File: config.mk
export PLATFORM = sky130hd
export DESIGN_NAME = tail_sweep
export DESIGN_NICKNAME = d
export VERILOG_FILES = /design/src/rtl/tail_sweep_pkg.sv /design/src/rtl/sweep_next.sv /design/src/rtl/sweep_state_reg.sv /design/src/rtl/lamp_decode.sv /design/src/rtl/tail_sweep.sv
export SDC_FILE = /design/constraint.sdc
export NUM_CORES = 1
export LEC_CHECK = 0
export CAP_MARGIN = 10
export CORE_AREA = 5 5 42 44
export DETAILED_ROUTE_END_ITERATION = 16
export DIE_AREA = 0 0 47 49
export DONT_BUFFER_PORTS = 1
export PLACE_DENSITY_LB_ADDON = 0.08
export SYNTH_ARGS = -nofsm -noshare
export SYNTH_HDL_FRONTEND = slang
export SYNTH_SLANG_ARGS = --single-unit
File: constraint.sdc
create_clock -name clk -period 2.2 [get_ports clk]
set_input_delay 0.22 -clock clk [delete_from_list [all_inputs] [get_ports clk]]
set_output_delay 0.22 -clock clk [all_outputs]
set_load 0.02 [all_outputs]
File: src/rtl/tail_sweep_pkg.sv
package tail_sweep_pkg;

  localparam int unsigned STATE_W = 3;

  // bit 2 picks the right side (or the all-lit state when the level is 0),
  // bits 1:0 carry the sweep level
  typedef enum logic [STATE_W-1:0] {
    ST_DARK  = 3'b000,
    ST_LEFT1 = 3'b001,
    ST_LEFT2 = 3'b010,
    ST_LEFT3 = 3'b011,
    ST_FLASH = 3'b100,
    ST_RGHT1 = 3'b101,
    ST_RGHT2 = 3'b110,
    ST_RGHT3 = 3'b111
  } sweep_st_t;

endpackage

File: src/rtl/sweep_next.sv
module sweep_next
  import tail_sweep_pkg::*;
(
  input  sweep_st_t cur,
  input  logic      go_left,
  input  logic      go_right,
  input  logic      haz,
  output sweep_st_t nxt
);

  always_comb begin
    nxt = ST_DARK;
    unique case (cur)
      ST_DARK: begin
        if (haz || (go_left && go_right)) nxt = ST_FLASH;
        else if (go_left)                 nxt = ST_LEFT1;
        else if (go_right)                nxt = ST_RGHT1;
        else                              nxt = ST_DARK;
      end
      ST_LEFT1: nxt = haz ? ST_FLASH : (go_left ? ST_LEFT2 : ST_DARK);
      ST_LEFT2: nxt = haz ? ST_FLASH : (go_left ? ST_LEFT3 : ST_DARK);
      ST_LEFT3: nxt = haz ? ST_FLASH : ST_DARK;
      ST_RGHT1: nxt = haz ? ST_FLASH : (go_right ? ST_RGHT2 : ST_DARK);
      ST_RGHT2: nxt = haz ? ST_FLASH : (go_right ? ST_RGHT3 : ST_DARK);
      ST_RGHT3: nxt = haz ? ST_FLASH : ST_DARK;
      ST_FLASH: nxt = ST_DARK;
      default:  nxt = ST_DARK;
    endcase
  end

endmodule

File: src/rtl/sweep_state_reg.sv
module sweep_state_reg
  import tail_sweep_pkg::*;
(
  input  logic      clk,
  input  logic      rst,
  input  sweep_st_t nxt,
  output sweep_st_t cur
);

  always_ff @(posedge clk) begin
    if (rst) cur <= ST_DARK;
    else     cur <= nxt;
  end

endmodule

File: src/rtl/lamp_decode.sv
module lamp_decode
  import tail_sweep_pkg::*;
#(
  parameter int unsigned LAMPS = 3
) (
  input  sweep_st_t        st,
  output logic [LAMPS-1:0] left_on,
  output logic [LAMPS-1:0] right_on
);

  localparam int unsigned LW = $clog2(LAMPS + 1);

  logic [LW-1:0] level;
  logic          right_side;
  logic          all_on;

  assign level      = LW'(st[1:0]);
  assign right_side = st[2];
  assign all_on     = (st == ST_FLASH);

  for (genvar i = 0; i < LAMPS; i++) begin : g_lamp
    localparam logic [LW-1:0] THRESH = LW'(i + 1);
    assign left_on[i]  = all_on || (!right_side && (level >= THRESH));
    assign right_on[i] = all_on || ( right_side && (level >= THRESH));
  end

endmodule

File: src/rtl/tail_sweep.sv
module tail_sweep
  import tail_sweep_pkg::*;
#(
  parameter int unsigned LAMPS = 3
) (
  input  logic             clk,
  input  logic             rst,
  input  logic             turn_left,
  input  logic             turn_right,
  input  logic             hazard,
  output logic [LAMPS-1:0] left_lamps,
  output logic [LAMPS-1:0] right_lamps
);

  sweep_st_t        cur;
  sweep_st_t        nxt;
  logic [LAMPS-1:0] left_d;
  logic [LAMPS-1:0] right_d;

  sweep_next u_next (
    .cur      (cur),
    .go_left  (turn_left),
    .go_right (turn_right),
    .haz      (hazard),
    .nxt      (nxt)
  );

  sweep_state_reg u_state (
    .clk (clk),
    .rst (rst),
    .nxt (nxt),
    .cur (cur)
  );

  // decode the next state so the registered lamps line up with cur
  lamp_decode #(.LAMPS(LAMPS)) u_dec (
    .st       (nxt),
    .left_on  (left_d),
    .right_on (right_d)
  );

  always_ff @(posedge clk) begin
    if (rst) begin
      left_lamps  <= '0;
      right_lamps <= '0;
    end else begin
      left_lamps  <= left_d;
      right_lamps <= right_d;
    end
  end

  a_r1_reset_dark: assert property (@(posedge clk)
    rst |=> (left_lamps == '0 && right_lamps == '0));

  a_r2_dark_state: assert property (@(posedge clk) disable iff (rst)
    (cur == ST_DARK) |-> (left_lamps == '0 && right_lamps == '0));

  a_r3_left_step: assert property (@(posedge clk) disable iff (rst)
    (cur == ST_LEFT1 && turn_left && !hazard) |=> (cur == ST_LEFT2));

  a_r5_idle_flash: assert property (@(posedge clk) disable iff (rst)
    (cur == ST_DARK && (hazard || (turn_left && turn_right)))
      |=> (&left_lamps && &right_lamps));

  a_r6_flash_ends: assert property (@(posedge clk) disable iff (rst)
    (cur == ST_FLASH) |=> (left_lamps == '0 && right_lamps == '0));

  a_r7_hazard_abort: assert property (@(posedge clk) disable iff (rst)
    (cur != ST_DARK && cur != ST_FLASH && hazard) |=> (cur == ST_FLASH));

  a_r8_drop_left: assert property (@(posedge clk) disable iff (rst)
    ((cur == ST_LEFT1 || cur == ST_LEFT2) && !turn_left && !hazard)
      |=> (cur == ST_DARK));

  a_r10_one_side: assert property (@(posedge clk) disable iff (rst)
    ((|left_lamps) && (|right_lamps)) |-> (&left_lamps && &right_lamps));

endmodule

==> results of run 1 <==
==> cell families (layout without fill, tap and decap cells) <==
kind of cell | after synthesis | count (layout)
AO/OA/AOI/OAI | 16 | 16
XOR/XNOR | 2 | 2
buffers and inverters | 8 | 6
flip-flops | 9 | 9
multiplexers | 1 | 1
AND/OR/NAND/NOR | 19 | 19
==> flip-flops by register name, indices dropped and copies added (netlist names) <==
register     count
u_state.cur      3
right_lamps      3
left_lamps       3
==> path summary, 6_finish.rpt <==
check / end / cells after the start
worst min-delay path: u_state.cur[1] / 1
worst max-delay path: left_lamps[1] / 3
worst min register to register: u_state.cur[0] / 2
worst max register to register: left_lamps[1] / 3
==> critical path, delay by kind of cell, from the launching register on <==
family,cells,cell delay (ps)
xor+xnor,1,270
flops,1,550
compound gates,2,430
==> final cells by class <==
type                       count  area, sq um  share of cell area [%]
clock buffer                   4         26.3                    5.47
inverter                       2         7.51                    1.56
multi-input combinational     38          246                    51.3
sequential                     9          180                    37.5
tap                           16         20.0                    4.17
==> Yosys cell counts (2+ instances only) <==
| cell | n | share of area (%) |
|---|---|---|
| inv_1 | 2 | 1.6 |
| a21oi_1 | 3 | 3.2 |
| buf_2 | 5 | 5.3 |
| a31oi_1 | 2 | 2.7 |
| dfxtp_1 | 9 | 38 |
| nor2_1 | 4 | 3.2 |
| nand2_1 | 2 | 1.6 |
| nor3_1 | 4 | 4.3 |
| a21o_1 | 2 | 3.2 |
==> routing by layer <==
metal  routed length (um)  vias up
met5                    0        -
met4                   12        0
met3                   62        2
met2                  490        9
met1                  426      169
li1                     -      197
==> where the power goes <==
group,switching (mW),total [mW],internal [mW]
Clock,0.0585,0.128,0.0699
Sequential,0.0221,0.197,0.175
Combinational,0.0152,0.0355,0.0202
==> per-stage QoR <==
step	power (mW)	instance area [sq um]	setup slack [ps]
after floorplan	0.239	470	1040
after global placement	0.237	454	816
after detailed placement	0.237	454	850
after CTS	0.370	480	847
after global routing	0.384	480	720
final	0.361	480	837
==> summary.txt, run 1 <==
Yosys
  • Sequential-to-total area share from yosys stat: a little under two fifths
  • Simple-gate share of the synthesized area: between 20% and 30%
  • Number of distinct library cells after synthesis: 31
  • Post-Synthesis Cells: 55
  • Adder-Cell Fraction of Synth Area: 0%
  • Mapped Area: 470 sq um
  • Yosys warning count: 0
  • Mean post-synth cell area: around 8.6 sq um
  • Xor and xnor area share after synthesis: under 10%
  • Post-synthesis register bit count: 9
  • Synth Area in Compound Gates: 23.9%
  • Post-synth net total: 60
  • Post-synth EDFFs: 0
  • Ys flop type: dfxtp_1
  • Asr flop ratio synth: 0%
  • Mux share of post-synthesis cell area: 2.13%
  • Largest family of logic cells by synthesized area: compound AO/OA/AOI/OAI gates

Clocking
  • Hold_buf cts: 0
  • CTS Root Buffer Type: clkbuf_4
  • CTS tree: done
  • # resized after CTS: 0
  • Clock tree buffer depth: 2
  • H-tree depth: 1
  • Worst-Skew Late Latency: 260 ps
  • Reg clk slew, reported paths: around 60 ps
  • Post-CTS setup repair buffer count: 0
  • Clock net sink count: 9
  • CTS buffer count: 3

Detailed routing
  • Drt pass-1 iters: 2
  • Via density: 5.46
  • WL per Instance: approximately 14 um
  • Detailed Route Iter0 Violations: 3
  • DRC errors left: 0
  • Final WL: 991 um
  • Post-DRT Antenna Nets: 0
  • DR vias: 377

Cells and area
  • FILL cells: 171
  • Fin nets: 59
  • Most frequent cells in the layout: 9 x dfxtp_1, 4 x nor2_1, 4 x nor3_1, 3 x a21oi_1, 3 x clkbuf_4
  • Synth-to-Final Area Change: 2.13%
  • Layout Utilization: approximately a third
  • Most common cell after layout, fill and taps aside: dfxtp_1
  • Final non-filler cell total: 69
  • Share of cells above drive strength 1: 7.55%
  • # diodes: 0

Floorplanning
  • Die area: 2300 sq um
  • Die H: about 49 um
  • Io pins: 11
  • Core area: 1400 sq um
  • Std-Cell Rows: 14
  • Die X-Extent: 47 um
  • Starting Density: 33.6%

Critical path
  • CP Max Fanout: 12
  • Crit start category: register
  • Critical path arrival: 1510 ps
  • Req. time, crit path: 2340 ps
  • Worst setup EP type: register
  • CP max stage delay: 550 ps
  • CP startpoint: u_state.cur[0]
  • CP Cell Sequence: xor2_1, a22oi_1, o311a_1
  • Flop2flop setup slack: 840 ps
  • CP Class: register to register
  • R2R Path Start: u_state.cur[0]
  • Slowest CP cell: dfxtp_1

Global routing
  • Vias in the first global route: around 360
  • First-pass GRT wire length: 1610 um
  • Met3 usage: 3.69%
  • Grt total ovfl: 0
  • Met1 global-route usage: 11.6%
  • Antenna violations before repair: 0
  • Tot GR Track Use: 9.92%
  • Met2 GRT Util: 14.3%
  • GRT Max-Usage Layer: met2
  • Pin count of the biggest net entering global routing: 13

Timing
  • Final Hold Fails: 0
  • Fin crit period: roughly 1400 ps
  • RSZ-0062 raised after global routing: false
  • Slew headroom: 75.1%
  • Fmax: 0.734 GHz
  • Tcrit/Tclk final: 62.0%
  • Worst hold slack: roughly 33 ps
  • Setup TNS: 0 ps
  • Setup violations, final: 0
  • Max-slew violation count: 0
  • Slew @ Worst Pin: 364 ps
  • Skew final: 3.70 ps

Place
  • Dpl hpwl: 685 um
  • RD Place Congestion: 0.738
  • Placed Cells: between 60 and 70
  • # port buffers: 0

Pwr
  • Max VDD drop: about 0.17 mV
  • Pwr dens: 752 nW/um^2
  • Pleak: around 0.18 nW

Outcome
  • Status: complete, no violations

Min path
  • Hold crit path type: input port to register
  • Hold_sp: hazard

Flow run
  • Max-cap violations: 0
Power figures use the tool's default switching activity.
==> run 2, diff against run 1 <==
- clock period: 2.2 -> 1.3 ns (I/O delays scaled with it)
==> run 2 against run 1 <==
Net effect: global-route usage increased by 0.36 points; design area increased by 16%; combinational power increased to 2.6 times the previous value; clock skew increased by 0.76 ps; power increased by 78%; first-iteration DRC count increased to 4.0 times the previous value; clock-buffer cell count unchanged; setup slack got worse by 790 ps; fmax increased by 9.2%; sequential share of layout area decreased by 4.6 points.
==> summary.txt, run 2 (same netlist as run 1, synthesis figures left out) <==
Timing
  • Max-slew violation count: 0 (unchanged)
  • Final Hold Fails: 0 (unchanged)
  • Fmax: 0.801 GHz (+9.2%)
  • Worst hold slack: 17.0 ps (-16.2 ps)
  • Slew @ Worst Pin: 336 ps (-27.4 ps)
  • Slew headroom: 77.5% (+2.4 points)
  • Final setup margin: 51.4 ps (-786 ps)
  • Skew final: 4.45 ps (+0.756 ps)
  • Setup violations, final: 0 (unchanged)
  • RSZ-0062 raised after global routing: true
  • Setup TNS: 0 ps (unchanged)
  • Fin crit period: 1250 ps (-114 ps)
  • Tcrit/Tclk final: 96.0% (+34 points)

Cells and area
  • FILL cells: 153 (-11%)
  • Share of cells above drive strength 1: 21.7% (+14 points)
  • Post-Layout Inst Area: 556 sq um (+16%)
  • # diodes: 0 (unchanged)
  • Most common cell after layout, fill and taps aside: dfxtp_1
  • Biggest regs: left_lamps (3), right_lamps (3), u_state.cur (3)
  • Synth-to-Final Area Change: 18.1%
  • Fin nets: 66 (+12%)
  • Layout Utilization: 39.6% (+5.4 points)
  • Flip-flop and latch area: 183 sq um (+1.4%)
  • Multi-input gate area: 262 sq um (+6.1%)
  • Final non-filler cell total: 76 (+10%)
  • Most frequent cells in the layout: 7 x dfxtp_1, 5 x buf_4, 4 x nor2_1, 4 x nor3_1

Global routing
  • Pin count of the biggest net entering global routing: 12 (-1)
  • Vias in the first global route: 361 (-0.55%)
  • Grt total ovfl: 0 (unchanged)
  • Antenna violations before repair: 0 (unchanged)
  • First-pass GRT wire length: 1670 um (+3.4%)
  • Tot GR Track Use: 10.3% (+0.36 points)

Floorplanning
  • Io pins: 11 (unchanged)
  • Core area: 1400 sq um (unchanged)
  • Die area: 2300 sq um (unchanged)
  • Die H: 49 um (unchanged)
  • Std-Cell Rows: 14 (unchanged)
  • Die X-Extent: 47 um (unchanged)
  • Starting Density: 33.6% (unchanged)

Detailed routing
  • Via density: 5.61 (+2.6%)
  • Final WL: 1090 um (+10%)
  • Detailed Route Iter0 Violations: 12 (+9)
  • Post-DRT Antenna Nets: 0 (unchanged)
  • Drt pass-1 iters: 4 (+2)
  • DR vias: 426 (+13%)
  • DRC errors left: 0 (unchanged)
  • WL per Instance: 14.3 um (-0.14%)

Critical path
  • R2r endpoint: left_lamps[1]
  • CP Class: register to register
  • Crit start category: register
  • Req. time, crit path: 1450 ps (-890 ps)
  • CP startpoint: u_state.cur[2]
  • CP Capture Point: left_lamps[1]
  • R2R cell count: 4 (+1)
  • R2R Path Start: u_state.cur[2]
  • CP Max Fanout: 5 (-7)
  • CP max stage delay: 340 ps (-210 ps)
  • CP Cell Sequence: buf_4, or2_0, a221o_1, o311a_1
  • Worst setup EP type: register
  • Flop2flop setup slack: 50 ps (-790 ps)
  • Critical path arrival: 1400 ps (-110 ps)
  • Slowest CP cell: dfxtp_2

Clocking
  • Worst-Skew Late Latency: 260 ps (about the same)
  • Clock tree buffer depth: 2 (unchanged)
  • CTS buffer count: 3 (unchanged)
  • CTS tree: done
  • H-tree depth: 1 (unchanged)
  • Clock net sink count: 9 (unchanged)
  • Reg clk slew, reported paths: 70 ps (about the same)
  • CTS Root Buffer Type: clkbuf_4

Pwr
  • Pleak: 0.219 nW (+19%)
  • Pwr dens: 1160 nW/um^2 (+54%)
  • Pwr Total: 0.642 mW (+78%)
  • Max VDD drop: 0.485 mV (+190%)

Place
  • Dpl hpwl: 731 um (+6.8%)
  • # port buffers: 0 (unchanged)
  • Setup WS pre-CTS: -27.8 ps (-878 ps)
  • Placed Cells: 70 (+7.7%)
  • Placed instance area: 492 sq um (+8.3%)
  • RD Place Congestion: 0.778 (+5.4%)

Outcome
  • Status: complete, no violations

Min path
  • Hold crit path type: input port to register
  • Hold_sp: rst

Flow run
  • Max-cap violations: 0 (unchanged)
## run 2: changes by cell type in the layout (fill, tap and decap cells not counted), moves of 2 or more
| cell | change |
|---|---|
| dfxtp_2 | +2 |
| dfxtp_1 | -2 |
| buf_4 | +5 |
| dlygate4sd3_1 | +2 |
## run 2: repair_timing
item                                    CTS  global route
pin swaps                                 0             0
gates resized for setup                   1             4
hold buffers                              2             0
endpoints found under the setup margin    1             2
hold endpoints to repair                  3             0
setup buffers                             0             0
## run 2: where the power goes
part	internal, mW	switching, mW	total [mW]
combinational	0.0521	0.0386	0.0907
sequential	0.297	0.0326	0.330
clock	0.118	0.103	0.222
total	0.468	0.175	0.642
## run 2: final cells by class
cell class / count / share of cell area, %
repair buffers: 7 / 10.4
clock buffers: 4 / 4.73
well taps: 16 / 3.60
multi-input cells: 38 / 47.1
flip-flops and latches: 9 / 32.9
inverters: 2 / 1.35
## run 2: worst min-delay path by stage
stage,depth (start not counted),end
detailed placement,1,u_state.cur[1]
floorplan,1,left_lamps[2]
finish,2,u_state.cur[0]
CTS,2,u_state.cur[0]
global placement,1,u_state.cur[1]
global route,2,u_state.cur[0]
## run 2: critical path, delay by kind of cell, from the launching register on
| family | cells | cell delay (ps) |
|---|---|---|
| buffers and inverters | 1 | 150 |
| AOI/OAI and AO/OA | 2 | 430 |
| and+or+nand+nor | 1 | 210 |
| DFF | 1 | 340 |
## run 2: metal layers
layer	part of all wire, %	GRT usage (%)	wire (um)	vias up
met4	2.7	6.91	29	0
met3	6.8	3.69	74	4
met2	47	14.5	507	12
li1	-	-	-	206
met5	0	0	0	-
met1	44	12.5	478	204
